File: src/rtl/sr_pkg.sv
package sr_pkg;
  localparam int ERR_KINDS = 5;
  localparam int FLAG_N    = ERR_KINDS + 1;
  localparam int CTRL_LSB  = 8;
  localparam int STAT_EN   = 0;
  localparam int STAT_MS   = 1;
  localparam int STAT_MODE = 7;
  localparam int STAT_ERR  = 8;
  localparam int STAT_BUSY = 13;
  localparam int CMD_EN_CLR = 0;
  localparam int CMD_EN_SET = 1;
  localparam int CMD_MS_CLR = 2;
  localparam int CMD_MS_SET = 3;
  localparam int IRQ_ERR_LINE = 2;

  typedef enum logic [1:0] {
    A_CTRL = 2'd0,
    A_STAT = 2'd1,
    A_CMD  = 2'd2,
    A_MASK = 2'd3
  } sr_addr_e;

  function automatic int clr_pos(input int f);
    case (f)
      0: return 8;
      1: return 9;
      2: return 10;
      3: return 11;
      4: return 4;
      default: return 6;
    endcase
  endfunction

  function automatic int set_pos(input int f);
    case (f)
      0: return 12;
      1: return 13;
      2: return 14;
      3: return 15;
      4: return 5;
      default: return 7;
    endcase
  endfunction
endpackage

File: src/rtl/sr_flag_cell.sv
module sr_flag_cell (
  input  logic clk,
  input  logic rst_n,
  input  logic set_cmd,
  input  logic clr_cmd,
  input  logic hw_evt,
  input  logic hw_en,
  output logic flag_q
);
  // priority: enabled hardware event, then clear, then set
  always_ff @(posedge clk or negedge rst_n) begin
    if (!rst_n)              flag_q <= 1'b0;
    else if (hw_evt && hw_en) flag_q <= 1'b1;
    else if (clr_cmd)        flag_q <= 1'b0;
    else if (set_cmd)        flag_q <= 1'b1;
  end
endmodule

File: src/rtl/sr_run_ctrl.sv
module sr_run_ctrl (
  input  logic clk,
  input  logic rst_n,
  input  logic en_clr,
  input  logic en_set,
  input  logic ms_clr,
  input  logic ms_set,
  input  logic busy,
  output logic run_en,
  output logic master_sel
);
  logic pend_q, pend_n, en_n;

  always_comb begin
    pend_n = pend_q;
    en_n   = run_en;
    if (en_clr) begin
      pend_n = 1'b1;
    end else if (en_set) begin
      pend_n = 1'b0;
      en_n   = 1'b1;
    end
    if (pend_n && !busy) begin
      en_n   = 1'b0;
      pend_n = 1'b0;
    end
  end

  always_ff @(posedge clk or negedge rst_n) begin
    if (!rst_n) begin
      pend_q     <= 1'b0;
      run_en     <= 1'b0;
      master_sel <= 1'b0;
    end else begin
      pend_q <= pend_n;
      run_en <= en_n;
      if (ms_clr)      master_sel <= 1'b0;
      else if (ms_set) master_sel <= 1'b1;
    end
  end
endmodule

File: src/rtl/sr_irq_gate.sv
module sr_irq_gate #(
  parameter int IRQ_N    = 4,
  parameter int ERR_LINE = 2
) (
  input  logic [IRQ_N-1:0] req_in,
  input  logic [IRQ_N-1:0] mask,
  input  logic             err_active,
  output logic [IRQ_N-1:0] irq
);
  logic [IRQ_N-1:0] src;
  always_comb begin
    src           = req_in;
    src[ERR_LINE] = err_active;
    irq           = src & mask;
  end
endmodule

File: src/rtl/sr_status_unit.sv
module sr_status_unit
  import sr_pkg::*;
#(
  parameter int DATA_W = 16,
  parameter int IRQ_N  = 4
) (
  input  logic              clk,
  input  logic              rst_n,
  input  logic              bus_wr,
  input  logic [1:0]        bus_addr,
  input  logic [DATA_W-1:0] bus_wdata,
  output logic [DATA_W-1:0] bus_rdata,
  input  logic              engine_busy,
  input  logic [FLAG_N-1:0] err_evt,
  input  logic              rx_req,
  input  logic              tx_req,
  input  logic              frame_req,
  output logic [IRQ_N-1:0]  irq_out,
  output logic              run_en,
  output logic              master_sel
);
  localparam int MODE_IDX = FLAG_N - 1;

  logic [ERR_KINDS-1:0] ctrl_q;
  logic [IRQ_N-1:0]     mask_q;
  logic [FLAG_N-1:0]    flags_q;
  logic                 cmd_wr;
  logic                 err_active;
  logic [IRQ_N-1:0]     req_vec;

  assign cmd_wr = bus_wr && (bus_addr == A_CMD);

  always_ff @(posedge clk or negedge rst_n) begin
    if (!rst_n) begin
      ctrl_q <= '0;
      mask_q <= '0;
    end else if (bus_wr) begin
      if (bus_addr == A_CTRL) ctrl_q <= bus_wdata[CTRL_LSB +: ERR_KINDS];
      if (bus_addr == A_MASK) mask_q <= bus_wdata[IRQ_N-1:0];
    end
  end

  for (genvar f = 0; f < FLAG_N; f++) begin : g_flag
    logic evt_en;
    if (f == MODE_IDX) begin : g_always
      assign evt_en = 1'b1;
    end else begin : g_gated
      assign evt_en = ctrl_q[f];
    end
    sr_flag_cell u_cell (
      .clk    (clk),
      .rst_n  (rst_n),
      .set_cmd(cmd_wr && bus_wdata[set_pos(f)]),
      .clr_cmd(cmd_wr && bus_wdata[clr_pos(f)]),
      .hw_evt (err_evt[f]),
      .hw_en  (evt_en),
      .flag_q (flags_q[f])
    );
  end

  sr_run_ctrl u_run (
    .clk       (clk),
    .rst_n     (rst_n),
    .en_clr    (cmd_wr && bus_wdata[CMD_EN_CLR]),
    .en_set    (cmd_wr && bus_wdata[CMD_EN_SET]),
    .ms_clr    (cmd_wr && bus_wdata[CMD_MS_CLR]),
    .ms_set    (cmd_wr && bus_wdata[CMD_MS_SET]),
    .busy      (engine_busy),
    .run_en    (run_en),
    .master_sel(master_sel)
  );

  assign err_active = (|(flags_q[ERR_KINDS-1:0] & ctrl_q)) | flags_q[MODE_IDX];
  assign req_vec    = {frame_req, 1'b0, tx_req, rx_req};

  sr_irq_gate #(.IRQ_N(IRQ_N), .ERR_LINE(IRQ_ERR_LINE)) u_irq (
    .req_in    (req_vec),
    .mask      (mask_q),
    .err_active(err_active),
    .irq       (irq_out)
  );

  always_comb begin
    bus_rdata = '0;
    case (bus_addr)
      A_CTRL: bus_rdata[CTRL_LSB +: ERR_KINDS] = ctrl_q;
      A_STAT: begin
        bus_rdata[STAT_EN]                   = run_en;
        bus_rdata[STAT_MS]                   = master_sel;
        bus_rdata[STAT_MODE]                 = flags_q[MODE_IDX];
        bus_rdata[STAT_ERR +: ERR_KINDS]     = flags_q[ERR_KINDS-1:0];
        bus_rdata[STAT_BUSY]                 = engine_busy;
      end
      A_MASK: bus_rdata[IRQ_N-1:0] = mask_q;
      default: bus_rdata = '0;
    endcase
  end
endmodule

File: config.mk
export PLATFORM = sky130hd
export DESIGN_NAME = sr_status_unit
export DESIGN_NICKNAME = d
export VERILOG_FILES = /design/src/rtl/sr_pkg.sv /design/src/rtl/sr_flag_cell.sv /design/src/rtl/sr_run_ctrl.sv /design/src/rtl/sr_irq_gate.sv /design/src/rtl/sr_status_unit.sv
export SDC_FILE = /design/constraint.sdc
export NUM_CORES = 1
export LEC_CHECK = 0
export BUFFER_PORTS_ARGS = -buffer_cell sky130_fd_sc_hd__buf_2
export CAP_MARGIN = 0
export CORE_MARGIN = 2
export CORE_UTILIZATION = 49
export CTS_BUF_LIST = sky130_fd_sc_hd__clkbuf_4
export DETAILED_ROUTE_END_ITERATION = 12
export PLACE_DENSITY = 0.86
export SETUP_SLACK_MARGIN = 0.2
export SLEW_MARGIN = 40
export SYNTH_ARGS = -nofsm -noshare
export SYNTH_HDL_FRONTEND = slang
export SYNTH_SLANG_ARGS = --single-unit
File: constraint.sdc
create_clock -name clk -period 1.8 [get_ports clk]
set_input_delay 0.18 -clock clk [delete_from_list [all_inputs] [get_ports clk]]
set_output_delay 0.18 -clock clk [all_outputs]
set_load 0.05 [all_outputs]
# Word level (Yosys, flattened, before mapping)

Index checks and enable logic that the tools add are counted.

$add $sub $neg: 0
Multiply operators: 0
Div/mod/pow operators: 0
Order comparisons: 0
Eq/ne operators: 4
Shifts and indexed selects: 0
Mux-type cells: 31
Bitwise logic cells: 3
Reduce and logical (&&, ||, !) cells: 37

Operators with widths:

| cell               | number |
|---|---|
| $mux 1             | 28 |
| $logic_and 1x1->1  | 23 |
| $reduce_bool 3->1  | 6 |
| $pmux 5 s2         | 1 |
| $reduce_and 2->1   | 3 |
| $and 5x5->5        | 1 |
| $reduce_or 5->1    | 1 |
| $and 4x4->4        | 1 |
| $eq 2x2->1 const B | 2 |
| $pmux 2 s2         | 1 |
| $reduce_bool 2->1  | 2 |
| $eq 2x1->1 const B | 1 |
| $logic_not 2->1    | 1 |
| $mux 2             | 1 |
| $ne 2x2->1 const B | 1 |
| $logic_not 1->1    | 1 |
| $or 1x1->1         | 1 |

Register bits: 18
Bits in latches: 0
RAM bits: 0
Bits in read-only memories: 0
Input port bits: 31
Output and inout port bits: 22
Memories kept: 0

# Logic depth before layout (Yosys ltp)

Gate-level depths: netlist of the first run.

Depth in word-level cells: 8
Mapped depth: 5
Mapped depth without buffers: 3

# By module

A second synthesis of the first run with hierarchy kept.

Cells, all modules: 107
Area, all modules: 1063.5 um^2

Modules (own cells, without submodules):

| module         | times used | cells each | area each (um^2) | seq. area each (um^2) |
|---|---|---|---|---|
| sr_status_unit | 1          | 69         | 695.7            | 225.2 |
| sr_flag_cell   | 6          | 4          | 37.5             | 25.0 |
| sr_run_ctrl    | 1          | 10         | 117.6            | 75.1 |
| sr_irq_gate    | 1          | 4          | 25.0             | 0.0 |

# Worst setup path before layout of the first run

No wires, ideal clock.

Path type: register to output
From: reg u_run.run_en
To: out bus_rdata[0]
Arrival time: 1.473 ns
Required time: 1.620 ns
Slack: 0.147 ns
Cell stages (with the launch flop): 3
Path through: dfrtp_1 > mux2i_1 > nor2b_1

Cells in the longest elaborated chain, start to end: 1

RTL lines:

| what                     | line                 | source |
|---|---|---|
| start: declaration       | sr_run_ctrl.sv:9     | `output logic run_en,` |
| start signal: assignment | sr_run_ctrl.sv:36    | `run_en <= en_n;` |
| $pmux 2 s2               | sr_status_unit.sv:85 | `case (bus_addr)` |
| end: declaration         | sr_status_unit.sv:12 | `output logic [DATA_W-1:0] bus_rdata,` |

No other way between the ends.

# Final worst setup path of the first run

From: reg ctrl_q[4]
To: out irq_out[2]

Cells in the longest elaborated chain, start to end: 4

RTL lines:

| what                     | line                 | source |
|---|---|---|
| start: declaration       | sr_status_unit.sv:24 | `logic [ERR_KINDS-1:0] ctrl_q;` |
| start signal: assignment | sr_status_unit.sv:38 | `if (bus_addr == A_CTRL) ctrl_q <= bus_wdata[CTRL_LSB +: ERR_KINDS];` |
| $and 5x5->5              | sr_status_unit.sv:73 | `assign err_active = (\|(flags_q[ERR_KINDS-1:0] & ctrl_q)) \| flags_q[MODE_IDX];` |
| $reduce_or 5->1          | sr_status_unit.sv:73 |  |
| $or 1x1->1               | sr_status_unit.sv:73 |  |
| $and 4x4->4              | sr_irq_gate.sv:14    | `irq = src & mask;` |
| end: declaration         | sr_status_unit.sv:18 | `output logic [IRQ_N-1:0] irq_out,` |

No other way between the ends.

==> flow_summary_export.csv, run 1 <==
group,metric,value,unit
yosys,synth_seq_cells,18,
setup_path,critPathArrivalTime,1300,ps
setup_path,slowest_stage,"sky130_fd_sc_hd__dfrtp_1",
floorplan,rows,16,
power_and_ir_drop,cell_leakage_power,0.000636,uW
min_path,worst_hold_path.num_cells,2,
clocking,cts-htree-levels,1,
power_and_ir_drop,pwr-share-seq,0.455,
sta,final-setup-viol-count,0,
clocking,clk_transition_reported_paths,100,ps
sta,final_min_period_over_clock_period,0.821,
global_routing,globalRouteOverflowTotal,0,
setup_path,setup.worst_path.start,"ctrl_q[4]",
clocking,ctsLongestPathBuffers,2,
sta,finalHoldWorstSlack,59.6,ps
global_routing,pin_count_of_the_biggest_net_entering_global_routing,19,
floorplan,fp.dieW,49.1,um
setup_path,critical_path.cell_chain,"a22oi_1 > a31oi_1 > buf_2",
yosys,synth_cell_type_count,26,
finish,final_layout_size_suffix_gt1_frac,0.450,
clocking,worst_skew_pair.late_latency,290,ps
floorplan,ios,53,
yosys,synth_area_per_cell,10.7,um^2
place,io_buffer_count,47,
detailed_routing,via_count,892,
clocking,clock_sinks,18,
sta,relSlewSlack,0.612,
setup_path,worst_setup_path_start_kind,"register",
clocking,clock_tree_root_driver_cell,"sky130_fd_sc_hd__clkbuf_4",
detailed_routing,route.antenna.remaining_nets,0,
detailed_routing,remaining_drc_errors,0,
global_routing,grt.total_usage,0.200,
power_and_ir_drop,irDropWorstVdd,598,uV
power_and_ir_drop,internal-power,688,uW
setup_path,r2r_start,"u_run.pend_q",
setup_path,critical_path_peak_fanout,5,
setup_path,timing.reg2reg.worst_path_depth,2,
floorplan,core,0.00194,mm^2
place,detailedPlacementHpwl,1.72,mm
power_and_ir_drop,switching_power_summed_over_all_nets,467,uW
sta,maxSlewViolCount,0,
setup_path,path_type_of_the_worst_setup_path,"register to output port",
detailed_routing,detailed_routing_iteration_count_for_the_pre_antenna_repair_pass,4,
run,drv.max_cap_violation_count,0,
setup_path,worst-endpoint-required,1620,ps
sta,clock_tree_skew_after_final_layout,0.479,ps
sta,least_margin_pin_slew,582,ps
detailed_routing,avgRoutedWirePerCell,13.3,um
sta,maxClockFrequency,677,MHz
setup_path,critical_path_s_largest_stage_delay,440,ps
power_and_ir_drop,power_switching_share,0.404,
outcome,status,"completed",
setup_path,setup.worst_path.end_class,"output port",
place,gp_routability_congestion,0.781,
power_and_ir_drop,total_power_consumption_of_the_routed_design,1160,uW
finish,post-route-cell-area,0.00126,mm^2
floorplan,fp.dieArea,0.00241,mm^2
sta,final_hold_viol_count,0,
power_and_ir_drop,p_comb_frac,0.370,
detailed_routing,detail_route.vias_per_cell,5.34,
global_routing,vias_in_the_first_global_route,879,
min_path,timing.hold.worst.start,"bus_wdata[4]",
power_and_ir_drop,p_per_area,915,mW/mm^2
sta,final_period_minus_worst_setup_slack,1480,ps
global_routing,global_route_wire_length_before_repair,3.74,mm
finish,layout-area-overhead-vs-synth,26.9,%
floorplan,starting_density_of_the_core,0.512,
yosys,post_synth_instance_area,995,um^2
detailed_routing,drt_iter0_drc,12,
min_path,hold_path_class,"input port to register",
global_routing,antenna_found_initial,0,
clocking,cts_tree,"built",
setup_path,critical_register_to_register_path_endpoint,"u_run.run_en",
yosys,warning_count_from_the_yosys_run,0,
detailed_routing,routed_wl,2.21,mm
floorplan,die_height,49.1,um
finish,n_antenna_cell,0,
power_and_ir_drop,power_frac_clock,0.176,
sta,setup_tns,0,ps
clocking,tritoncts.num_buffers,3,
sta,rsz0062_at_grt,"false",
place,placed_cell_area,0.00123,mm^2
min_path,whs_endpoint,"g_flag[4].u_cell.flag_q",
setup_path,timing.reg2reg.setup_slack,830,ps
yosys,synth-seq-area-share,0.453,
finish,layout.filler_cells,183,
finish,finalNetCount,172,
yosys,post_synth_inst_count,93,
==> area by class of cell <==
class / instances / area (um^2) / share of cell area
clock buffer: 3 / 22.5 / 0.0178
sequential: 18 / 450 / 0.357
tap: 27 / 33.8 / 0.0268
clock inverter: 1 / 3.75 / 0.00297
multi-input combinational: 68 / 499 / 0.395
inverter: 2 / 7.51 / 0.00595
timing repair buffer: 48 / 245 / 0.194
==> cell usage in the layout, fill, tap and decap left out, types with 2 or more instances in the layout <==
cell                       count
sky130_fd_sc_hd__nand2_1       5
sky130_fd_sc_hd__dfrtp_1      18
sky130_fd_sc_hd__a221oi_1      4
sky130_fd_sc_hd__a21oi_1       3
sky130_fd_sc_hd__and2_1        3
sky130_fd_sc_hd__inv_1         2
sky130_fd_sc_hd__mux2i_1       7
sky130_fd_sc_hd__and3b_1       3
sky130_fd_sc_hd__mux2_2        9
sky130_fd_sc_hd__a22oi_1       3
sky130_fd_sc_hd__nor2b_2       2
sky130_fd_sc_hd__a31oi_1       7
sky130_fd_sc_hd__conb_1        5
sky130_fd_sc_hd__buf_2        47
sky130_fd_sc_hd__and3_1        2
sky130_fd_sc_hd__nor2_1        6
sky130_fd_sc_hd__clkbuf_4      3
==> Yosys cell counts, drive strengths merged <==
master,number,area share
clkbuf,2,0.0075
a21oi,3,0.015
nor2,6,0.023
mux2i,7,0.070
o21ai,1,0.0050
nand3,1,0.0050
conb,1,0.0038
o211ai,1,0.0075
a211oi,1,0.0075
a22oi,3,0.023
and3,2,0.013
nor2b,3,0.019
inv,2,0.0075
nand2,5,0.019
a221oi,5,0.050
and2,3,0.019
and3b,3,0.026
mux2,9,0.10
a31oi,7,0.044
buf,7,0.050
or3b,1,0.0088
nand4b,1,0.0088
dfrtp,18,0.45
nor3b,1,0.013
==> worst max-delay path: cells and delay by family (launching register included) <==
family / cells / cell delay [ps]
DFF: 1 / 440
buffers and inverters: 1 / 290
AOI/OAI and AO/OA: 2 / 280
==> stage by stage <==
stage          std cells   util  worst slack (ps)
2_1_floorplan         97      -               268
6_report             167  0.650               322
5_1_grt              167  0.650               252
3_5_place_dp         162  0.631               336
4_1_cts              167  0.650               320
3_3_place_gp         162  0.631               402
==> routing by layer <==
metal | up-vias | share of wire | GRT usage
met3 | 7 | 0.085 | 0.0429
met1 | 418 | 0.40 | 0.236
met4 | 0 | 0.023 | 0.0952
met2 | 40 | 0.49 | 0.345
li1 | 427 | - | -
met5 | - | 0 | 0
==> repair_timing <==
action	4_1_cts	5_1_grt
hold buffers	1	0
setup buffers	0	0
hold endpoints to repair	18	0
resized for setup	0	0
==> state kept, by name, summed over array words and instances (netlist names) <==
name                  flops
g_flag.u_cell.flag_q      6
mask_q                    4
u_run.run_en              1
ctrl_q                    5
u_run.master_sel          1
u_run.pend_q              1
==> power groups by stage <==
| stage | sequential, uW | clock [uW] | combinational, uW |
|---|---|---|---|
| after global routing | 534 | 227 | 458 |
| final | 525 | 203 | 427 |
| after detailed placement | 532 | 0 | 427 |
| after CTS | 525 | 210 | 429 |
| after floorplan | 536 | 0 | 309 |
| after global placement | 528 | 0 | 418 |
==> kinds of logic (layout without fill, tap and decap cells) <==
family          count (synthesis)  in the layout  share of synthesized area
flops                          18             18                      0.453
mux                            16             16                      0.172
buf+inv                        11             54                     0.0654
simple gates                   26             26                      0.153
compound gates                 21             21                      0.152
other cells                     1              5                    0.00377
==> how the worst max path moves through the flow <==
stage | endpoint | depth (start not counted)
finish | irq_out[2] | 3
global route | irq_out[2] | 3
floorplan | irq_out[2] | 2
global placement | u_run.run_en | 4
detailed placement | u_run.run_en | 4
CTS | irq_out[2] | 3
(Power assumes the default switching activity.)
==> run 2: changes to the inputs <==
CORE_ASPECT_RATIO = 0.6   (was default)
CORE_UTILIZATION = 41   (was 49)
PLACE_DENSITY = 0.77   (was 0.86)
clock period = 1.3 ns   (was 1.8 ns; I/O delays follow)
==> run 2 against run 1 <==
  * The flow now finishes with violations (negative setup slack)
  * Critical path type unchanged
  * Final cell count is 13% higher
  * Final area is 33% higher
  * Clock power is 36% higher
  * Global-route usage is 1.5 points higher
  * Critical path depth stayed put
  * Non-clock buffer count is 20 higher
  * Count of clock-buffer cells in the layout stayed put
  * Largest cell class unchanged
  * Sequential cell count stayed put
  * Sequential share of layout area is 8.6 points lower
  * Utilization is 10 points higher
==> flow_summary_export.csv, run 2 (synthesis gave the netlist of run 1 again) <==
group,metric,value,unit
detailed_routing,remaining_drc_errors,0,
run,drv.max_cap_violation_count,0,
setup_path,worst_setup_path_start_kind,"register",
floorplan,core,0.00223,mm^2
power_and_ir_drop,internal-power,1210,uW
detailed_routing,via_count,1007,
sta,finalHoldWorstSlack,21.0,ps
global_routing,pin_count_of_the_biggest_net_entering_global_routing,19,
place,gp_routability_congestion,0.912,
setup_path,path_type_of_the_worst_setup_path,"register to output port",
place,dp_worst_setup_slack,55.7,ps
sta,final_min_period_over_clock_period,1.05,
floorplan,fp.dieW,67.6,um
sta,final-setup-viol-count,1,
finish,final_layout_size_suffix_gt1_frac,0.642,
power_and_ir_drop,irDropWorstVdd,614,uV
global_routing,global_route_wire_length_before_repair,4.60,mm
global_routing,vias_in_the_first_global_route,984,
setup_path,setup.worst_path.end_class,"output port",
sta,final_hold_viol_count,0,
sta,setup_tns,-64.9,ps
setup_path,timing.reg2reg.setup_slack,170,ps
outcome,status,"finished with violations",
detailed_routing,routed_wl,2.92,mm
power_and_ir_drop,pwr-share-seq,0.371,
finish,instances_no_fill,189,
setup_path,r2r_start,"ctrl_q[0]",
detailed_routing,detailed_routing_iteration_count_for_the_pre_antenna_repair_pass,5,
sta,clock_tree_skew_after_final_layout,6.85,ps
min_path,worst_hold_path.num_cells,2,
min_path,hold_path_class,"input port to register",
clocking,ctsLongestPathBuffers,2,
setup_path,critical_path_peak_fanout,3,
setup_path,critPathArrivalTime,1230,ps
clocking,tritoncts.num_buffers,3,
global_routing,grt.total_usage,0.215,
finish,regMostFlops,"g_flag.u_cell.flag_q",
clocking,cts_tree,"built",
detailed_routing,detail_route.vias_per_cell,5.33,
setup_path,critical_register_to_register_path_endpoint,"g_flag[0].u_cell.flag_q",
power_and_ir_drop,p_comb_frac,0.489,
setup_path,timing.reg2reg.worst_path_depth,4,
power_and_ir_drop,p_per_area,1180,mW/mm^2
floorplan,rows,13,
sta,maxSlewViolCount,0,
place,detailedPlacementHpwl,1.99,mm
detailed_routing,avgRoutedWirePerCell,15.5,um
setup_path,worst-endpoint-required,1170,ps
global_routing,globalRouteOverflowTotal,0,
place,numPlacedInstances,171,
floorplan,ios,53,
min_path,timing.hold.worst.start,"bus_wdata[9]",
clocking,worst_skew_pair.late_latency,290,ps
power_and_ir_drop,switching_power_summed_over_all_nets,763,uW
clocking,clk_transition_reported_paths,100,ps
floorplan,starting_density_of_the_core,0.446,
power_and_ir_drop,power_frac_clock,0.140,
sta,rsz0062_at_grt,"true",
sta,timing.final.ws_setup,-64.9,ps
outcome,violated_checks,"negative setup slack",
finish,finalNetCount,192,
finish,largest_reg_flops,6,
finish,layout.cells.most_common,"sky130_fd_sc_hd__buf_2",
place,io_buffer_count,47,
global_routing,antenna_found_initial,0,
detailed_routing,drt_iter0_drc,27,
finish,top_flop_regs,"g_flag.u_cell.flag_q x6, ctrl_q x5, mask_q x4",
sta,final_period_minus_worst_setup_slack,1360,ps
floorplan,die_height,42.2,um
detailed_routing,route.antenna.remaining_nets,0,
sta,maxClockFrequency,733,MHz
clocking,clock_sinks,18,
clocking,clock_tree_root_driver_cell,"sky130_fd_sc_hd__clkbuf_4",
power_and_ir_drop,power_switching_share,0.387,
finish,n_antenna_cell,0,
finish,layout-area-overhead-vs-synth,68.4,%
floorplan,fp.dieArea,0.00285,mm^2
power_and_ir_drop,cell_leakage_power,0.000787,uW
clocking,cts-htree-levels,1,
finish,final_cell_mix,"sky130_fd_sc_hd__buf_2 (29), sky130_fd_sc_hd__dfrtp_1 (16), sky130_fd_sc_hd__buf_4 (16)",
min_path,whs_endpoint,"g_flag[1].u_cell.flag_q",
run 2: cell types whose count changed in the layout (fill, tap and decap cells not counted), sizes merged:
cell / before / now
clkinv: 1 / 0
clkbuf: 3 / 4
buf: 47 / 66
run 2: metal layers:
metal  GRT usage  part of all wire  up-vias
met1       0.267              0.41      488
met3      0.0645             0.072        6
met5           0                 0        -
met2       0.371              0.50       44
met4      0.0327             0.014        0
li1            -                 -      469
run 2: critical path: stages, from the launching register on:
cell and delay [ps]:
sky130_fd_sc_hd__dfrtp_1 420, sky130_fd_sc_hd__a22oi_2 260, sky130_fd_sc_hd__a31oi_4 110, sky130_fd_sc_hd__buf_6 160
run 2: worst max path at each step:
stage / from / end / slack (ps) / cells past startpoint
after floorplan: bus_addr[1] / bus_rdata[3] / 170 / 2
after global placement: bus_addr[0] / g_flag[0].u_cell.flag_q / 140 / 5
after detailed placement: bus_addr[0] / g_flag[0].u_cell.flag_q / 60 / 5
after CTS: ctrl_q[4] / irq_out[2] / -90 / 3
after global routing: g_flag[4].u_cell.flag_q / irq_out[2] / -150 / 3
final: g_flag[4].u_cell.flag_q / irq_out[2] / -60 / 3
run 2: timing repair:
action | 4_1_cts | 5_1_grt
setup buffers | 10 | 4
endpoints found under the setup margin | 14 | 19
hold endpoints to repair | 18 | 0
hold buffers | 1 | 0
resized for setup | 52 | 9
pin swaps | 2 | 3
run 2: layout make-up:
| class | count | area (um^2) |
|---|---|---|
| multi-input combinational | 68 | 602 |
| tap | 30 | 37.5 |
| timing repair buffer | 68 | 553 |
| inverter | 2 | 7.51 |
| sequential | 18 | 453 |
| fill | 147 | 553 |
| clock buffer | 3 | 22.5 |
run 2: metrics by stage:
step           area, um^2  total power [uW]  utilization
3_3_place_gp         1320              1370        0.592
2_1_floorplan        1060              1210            -
3_5_place_dp         1320              1390        0.592
4_1_cts              1610              1900        0.722
6_report             1680              1970        0.752
5_1_grt              1680              2070        0.752
run 2: power groups by stage:
stage | sequential, uW | clock, uW | combinational, uW
2_1_floorplan | 746 | 0 | 469
3_3_place_gp | 736 | 0 | 635
3_5_place_dp | 741 | 0 | 649
4_1_cts | 726 | 280 | 890
5_1_grt | 742 | 319 | 1010
6_report | 731 | 276 | 963
